## src/rtl/ssi_pkg.sv

```systemverilog
package ssi_pkg;
  typedef enum logic [1:0] {
    ST_IDLE = 2'd0,
    ST_LOW  = 2'd1,
    ST_HIGH = 2'd2,
    ST_MONO = 2'd3
  } ssi_state_e;
endpackage

```

## src/rtl/ssi_divider.sv

```systemverilog
// Counts the cycles of one sclk half or of the recovery wait; tick marks the last one.
module ssi_divider #(
  parameter int CNT_W = 16
) (
  input  logic             clk,
  input  logic             rst_n,
  input  logic             hold,
  input  logic [CNT_W-1:0] limit,
  output logic             tick
);
  logic [CNT_W-1:0] cnt_q;

  assign tick = !hold && (cnt_q == limit - 1'b1);

  always_ff @(posedge clk) begin
    if (!rst_n)            cnt_q <= '0;
    else if (hold || tick) cnt_q <= '0;
    else                   cnt_q <= cnt_q + 1'b1;
  end
endmodule

```

## src/rtl/ssi_rx_shift.sv

```systemverilog
// Shift register for the data bits plus a running parity and the captured parity bit.
module ssi_rx_shift #(
  parameter int W = 32
) (
  input  logic         clk,
  input  logic         rst_n,
  input  logic         clear,
  input  logic         shift_en,
  input  logic         cap_par,
  input  logic         sdi,
  output logic [W-1:0] word,
  output logic         data_par,
  output logic         par_bit
);
  always_ff @(posedge clk) begin
    if (!rst_n || clear) begin
      word     <= '0;
      data_par <= 1'b0;
      par_bit  <= 1'b0;
    end else begin
      if (shift_en) begin
        word     <= {word[W-2:0], sdi};
        data_par <= data_par ^ sdi;
      end
      if (cap_par) par_bit <= sdi;
    end
  end
endmodule

```

## src/rtl/ssi_master.sv

```systemverilog
module ssi_master #(
  parameter int MAX_LEN = 32,
  parameter int POS_W   = 32,
  parameter int CNT_W   = 16,
  localparam int LEN_W  = $clog2(MAX_LEN + 1),
  localparam int IDX_W  = $clog2(MAX_LEN + 3)
) (
  input  logic             clk,
  input  logic             rst_n,
  input  logic             en,
  input  logic [LEN_W-1:0] cfg_len,
  input  logic             cfg_par_en,
  input  logic [CNT_W-1:0] cfg_div,
  input  logic [CNT_W-1:0] cfg_mono,
  input  logic             sdi,
  output logic             sclk,
  output logic [POS_W-1:0] pos,
  output logic             pos_valid,
  output logic             par_err
);
  import ssi_pkg::*;

  ssi_state_e       state_q, state_d;
  logic [IDX_W-1:0] idx_q;
  logic [IDX_W-1:0] lat_len_q;
  logic             lat_par_q;
  logic [CNT_W-1:0] lat_div_q, lat_mono_q;
  logic             start, commit, tick, last_period;
  logic             sample, shift_en, cap_par, par_ok;
  logic [IDX_W-1:0] len_clamp, frame_last;
  logic [CNT_W-1:0] limit;
  logic [MAX_LEN-1:0] word;
  logic             data_par, par_bit;

  // configuration clamp, applied when a frame starts
  always_comb begin
    if (cfg_len == '0)                       len_clamp = IDX_W'(1);
    else if (cfg_len > LEN_W'(MAX_LEN))      len_clamp = IDX_W'(MAX_LEN);
    else                                     len_clamp = IDX_W'(cfg_len);
  end

  assign frame_last  = lat_len_q + IDX_W'(lat_par_q);
  assign last_period = (idx_q == frame_last);
  assign limit       = (state_q == ST_MONO) ? lat_mono_q : lat_div_q;

  ssi_divider #(.CNT_W(CNT_W)) u_div (
    .clk   (clk),
    .rst_n (rst_n),
    .hold  (state_q == ST_IDLE),
    .limit (limit),
    .tick  (tick)
  );

  // frame sequencer
  always_comb begin
    state_d = state_q;
    start   = 1'b0;
    commit  = 1'b0;
    case (state_q)
      ST_IDLE: if (en) begin
        state_d = ST_LOW;
        start   = 1'b1;
      end
      ST_LOW:  if (tick) state_d = ST_HIGH;
      ST_HIGH: if (tick) state_d = last_period ? ST_MONO : ST_LOW;
      ST_MONO: if (tick) begin
        commit = 1'b1;
        if (en) begin
          state_d = ST_LOW;
          start   = 1'b1;
        end else begin
          state_d = ST_IDLE;
        end
      end
      default: state_d = ST_IDLE;
    endcase
  end

  assign sample   = (state_q == ST_LOW) && tick && (idx_q != '0);
  assign shift_en = sample && (idx_q <= lat_len_q);
  assign cap_par  = sample && (idx_q > lat_len_q);
  assign par_ok   = !lat_par_q || (data_par == par_bit);

  ssi_rx_shift #(.W(MAX_LEN)) u_shift (
    .clk      (clk),
    .rst_n    (rst_n),
    .clear    (start),
    .shift_en (shift_en),
    .cap_par  (cap_par),
    .sdi      (sdi),
    .word     (word),
    .data_par (data_par),
    .par_bit  (par_bit)
  );

  always_ff @(posedge clk) begin
    if (!rst_n) begin
      state_q    <= ST_IDLE;
      idx_q      <= '0;
      lat_len_q  <= IDX_W'(1);
      lat_par_q  <= 1'b0;
      lat_div_q  <= CNT_W'(1);
      lat_mono_q <= CNT_W'(1);
      sclk       <= 1'b1;
      pos        <= '0;
      pos_valid  <= 1'b0;
      par_err    <= 1'b0;
    end else begin
      state_q   <= state_d;
      sclk      <= (state_d != ST_LOW);
      pos_valid <= commit && par_ok;
      par_err   <= commit && !par_ok;
      if (commit && par_ok) pos <= POS_W'(word);
      if (start) begin
        idx_q      <= '0;
        lat_len_q  <= len_clamp;
        lat_par_q  <= cfg_par_en;
        lat_div_q  <= (cfg_div  == '0) ? CNT_W'(1) : cfg_div;
        lat_mono_q <= (cfg_mono == '0) ? CNT_W'(1) : cfg_mono;
      end else if (state_q == ST_HIGH && tick && !last_period) begin
        idx_q <= idx_q + 1'b1;
      end
    end
  end
endmodule

```

## config.mk

```make
export PLATFORM = sky130hd
export DESIGN_NAME = ssi_master
export DESIGN_NICKNAME = d
export VERILOG_FILES = /design/src/rtl/ssi_pkg.sv /design/src/rtl/ssi_divider.sv /design/src/rtl/ssi_rx_shift.sv /design/src/rtl/ssi_master.sv
export SDC_FILE = /design/constraint.sdc
export NUM_CORES = 1
export LEC_CHECK = 0
export ABC_AREA = 1
export BUFFER_PORTS_ARGS = -buffer_cell sky130_fd_sc_hd__buf_2
export CAP_MARGIN = 15
export CELL_PAD_IN_SITES_DETAIL_PLACEMENT = 1
export CELL_PAD_IN_SITES_GLOBAL_PLACEMENT = 1
export CORE_MARGIN = 10
export CORE_UTILIZATION = 45
export CTS_CLUSTER_DIAMETER = 40
export DETAILED_ROUTE_END_ITERATION = 10
export HOLD_SLACK_MARGIN = 0.12
export PLACE_DENSITY = 0.95
export SETUP_SLACK_MARGIN = 0.3
export SLEW_MARGIN = 20
export SYNTH_ARGS = -nofsm -noshare
export SYNTH_HDL_FRONTEND = slang
export SYNTH_SLANG_ARGS = --single-unit
```

## constraint.sdc

```tcl
create_clock -name clk -period 4.3 [get_ports clk]
set_clock_uncertainty 0.15 [all_clocks]
set_input_delay 0.43 -clock clk [delete_from_list [all_inputs] [get_ports clk]]
set_output_delay 0.43 -clock clk [all_outputs]
set_load 0.02 [all_outputs]
```

==> metrics <==
total of max-cap violations=0; # IOs=78; WL per Instance=17.7 um; Yosys top cell area share=39.0%; top post-synthesis cells by area=dfxtp_1, nand2_1, inv_1, o21ai_0, a21oi_1; Core Box Area=14,600 um^2; ys flop type=dfxtp_1; Post-synth ARST share=0%; DIE WIDTH=between 100 and 150 um; Final WS setup=about 0.46 ns; status=finished clean; first-pass GRT wire length=about 37,000 um; pin count of the biggest net entering global routing=67; antenna-violating nets left=0; syn_nets=1,064; Post-synth top cells=nand2_1, inv_1, dfxtp_1; Final TNS setup=0 ns; row count=between 40 and 50; Critical-path top delay cell=dfxtp_1; kind of critical path=reg2reg; Max Slew Vio Count=0; Setup crit start kind=register; initial DRC count=440; H-tree Lvls=4; port bufs=77; CP peak stage delay=~0.4 ns; Via Count=6,835; vias per cell=5.31; relative slew slack=51.7%; router iterations before antenna repair=4; Post-Synthesis Cell Area=~6800 um^2; Yosys Warn Count=0; placed cell area=~7200 um^2; # DRC=0; Final Setup Violations=0; WP buf/inv=1; most common cell in the synthesized netlist=nand2_1; CTS tree=yes; power per cell area=402 nW/um^2; crit path time final=3.84 ns; Pwr Total=3.27 mW; RSZ-0062 raised after global routing=yes; register area share after synthesis=about 39%; area grow syn2layout=20.0%; fin area=approximately 8100 um^2; pre-CTS setup slack=0.432 ns; initial antenna violation count=0; Most common cell on crit path=nand2_1; GPL Wtd Cong=slightly below 0.9; Synth Area per Inst=between 6 and 7 um^2; Layout Nets=1,150; worst hold path type=in2reg; Hold Slack=around 0.13 ns; share of cells above drive strength 1=13.3%; WL final=22,800 um; post-synth cell types=37; DP HPWL=14,400 um; Num Clock Sinks=roughly 130; vias in the first global route=between 7,000 and 8,000; Max Fanout on Critical Path=30; Fin. Hold Viols=0; worst vdd ir=approximately 0.31 mV; Die ar.=approximately 20,000 um^2; Overall Global Routing Usage=approximately 22%; total gr overflow=0; crit-path cells=ha_1 > buf_8 > nand2_1 > nand2_1 > ha_1 > nand2_1 > nor2_4 > nand2_1 > nand3_1 > nand2_1 > nor2_1 > nand2_1 > nor2_2 > nand3_4 > o21ai_4 > nand2_2 > nand2_1 > o21ai_0; worst skew pair latency=0.44 ns; die height=143 um; TritonCTS buffer count=17; number of synthesized flops with an enable pin=0; Root Buffer Master=clkbuf_16; post-route clock period utilization=between 80% and 90%; Post-Layout Cell Count=1,288; Synth area leader=dfxtp_1; Worst Max-Slew Pin Slew=0.718 ns; clock buffer depth=2; Leak=3.91 nW; Achievable Freq=261 MHz; Cells after Synth=1,005; Worst Path Arrival=3.96 ns; Critical Path End Type=register; flop and latch count out of synthesis=132; Fill cells=1,927; diode count=0; post-layout util=55.5%; Crit path max-delay family=simple AND/OR/NAND/NOR gates; Worst EP required=4.42 ns; clk slew on worst S/H paths=0.07 ns; Cells after DPL=1,234; starting density of the core=46.3%
-- state kept, by name, indices dropped and copies added, names as in the netlist, 2 cells and up --
signal and count:
idx_q 6, pos 32, lat_len_q 6, lat_mono_q 16, state_q 2, u_div.cnt_q 16
lat_div_q 16, u_shift.word 32
-- area by class of cell --
| type | count | area, um^2 | area share, % |
|---|---|---|---|
| Tap cell | 184 | 230 | 2.83 |
| Clock inverter | 15 | 215 | 2.65 |
| Multi-Input combinational cell | 656 | 3270 | 40.2 |
| Inverter | 177 | 667 | 8.20 |
| Sequential cell | 132 | 2640 | 32.5 |
| Timing Repair Buffer | 107 | 684 | 8.42 |
| Clock buffer | 17 | 425 | 5.23 |
-- worst register-to-register path, cell delays in order (launching register included) --
cell,delay (ns)
dfxtp_1,0.40
ha_1,0.28
buf_8,0.24
nand2_1,0.09
nand2_1,0.11
ha_1,0.23
nand2_1,0.11
nor2_4,0.20
nand2_1,0.13
nand3_1,0.13
nand2_1,0.07
nor2_1,0.13
nand2_1,0.08
nor2_2,0.18
nand3_4,0.15
o21ai_4,0.19
nand2_2,0.25
nand2_1,0.32
o21ai_0,0.23
-- timing repair --
item	in CTS	in global routing
setup buffers	0	2
endpoints found under the setup margin	0	65
gates resized for setup	0	10
endpoints found under the hold margin	20	0
hold buffers	20	0
-- final timing paths --
kind              slack (ns)  startpoint  cells past startpoint      endpoint
setup / recovery        0.46  state_q[0]                     18  lat_div_q[6]
hold / removal          0.13  cfg_div[7]                      3  lat_div_q[7]
setup reg to reg        0.46  state_q[0]                     18  lat_div_q[6]
hold reg to reg         0.29     pos[28]                      2       pos[28]
-- layout by cell type (no fill, tap or decap), types with 4 or more instances in the layout --
| master | n |
|---|---|
| o21ai_1 | 15 |
| nor3b_1 | 7 |
| nor4_1 | 10 |
| nand3_1 | 48 |
| nor3_1 | 10 |
| buf_4 | 7 |
| buf_2 | 77 |
| inv_1 | 171 |
| inv_6 | 4 |
| clkbuf_16 | 17 |
| ha_1 | 16 |
| nand2_2 | 7 |
| nand2_1 | 302 |
| nand4_1 | 14 |
| inv_2 | 4 |
| dlygate4sd3_1 | 20 |
| nor2_1 | 48 |
| xor2_1 | 24 |
| xnor2_1 | 5 |
| nor2_4 | 6 |
| dfxtp_1 | 132 |
| a21oi_1 | 51 |
| o21ai_0 | 71 |
-- power by group --
group,internal [mW],switching (mW),leakage [nW]
clock network,0.941,0.661,0.306
registers,1.25,0.0233,1.07
logic,0.132,0.264,2.53
-- cell families after synthesis --
| family | after synthesis | share of synthesized area (%) |
|---|---|---|
| XOR/XNOR | 29 | 3.75 |
| flip-flops | 132 | 39.0 |
| AND/OR/NAND/NOR | 462 | 29.5 |
| AO/OA/AOI/OAI | 149 | 11.7 |
| adder cells (fa/ha/maj) | 16 | 2.95 |
| buffers and inverters | 217 | 13.1 |
-- routing by layer --
layer  global-route usage, %  share of wire (%)  wire, um
met5                       0                  0         0
met4                    10.8                4.6      1050
met1                    23.7                 40      9040
met2                    40.4                 51     11600
met3                    5.14                4.9      1130
(Power assumes the default switching activity.)
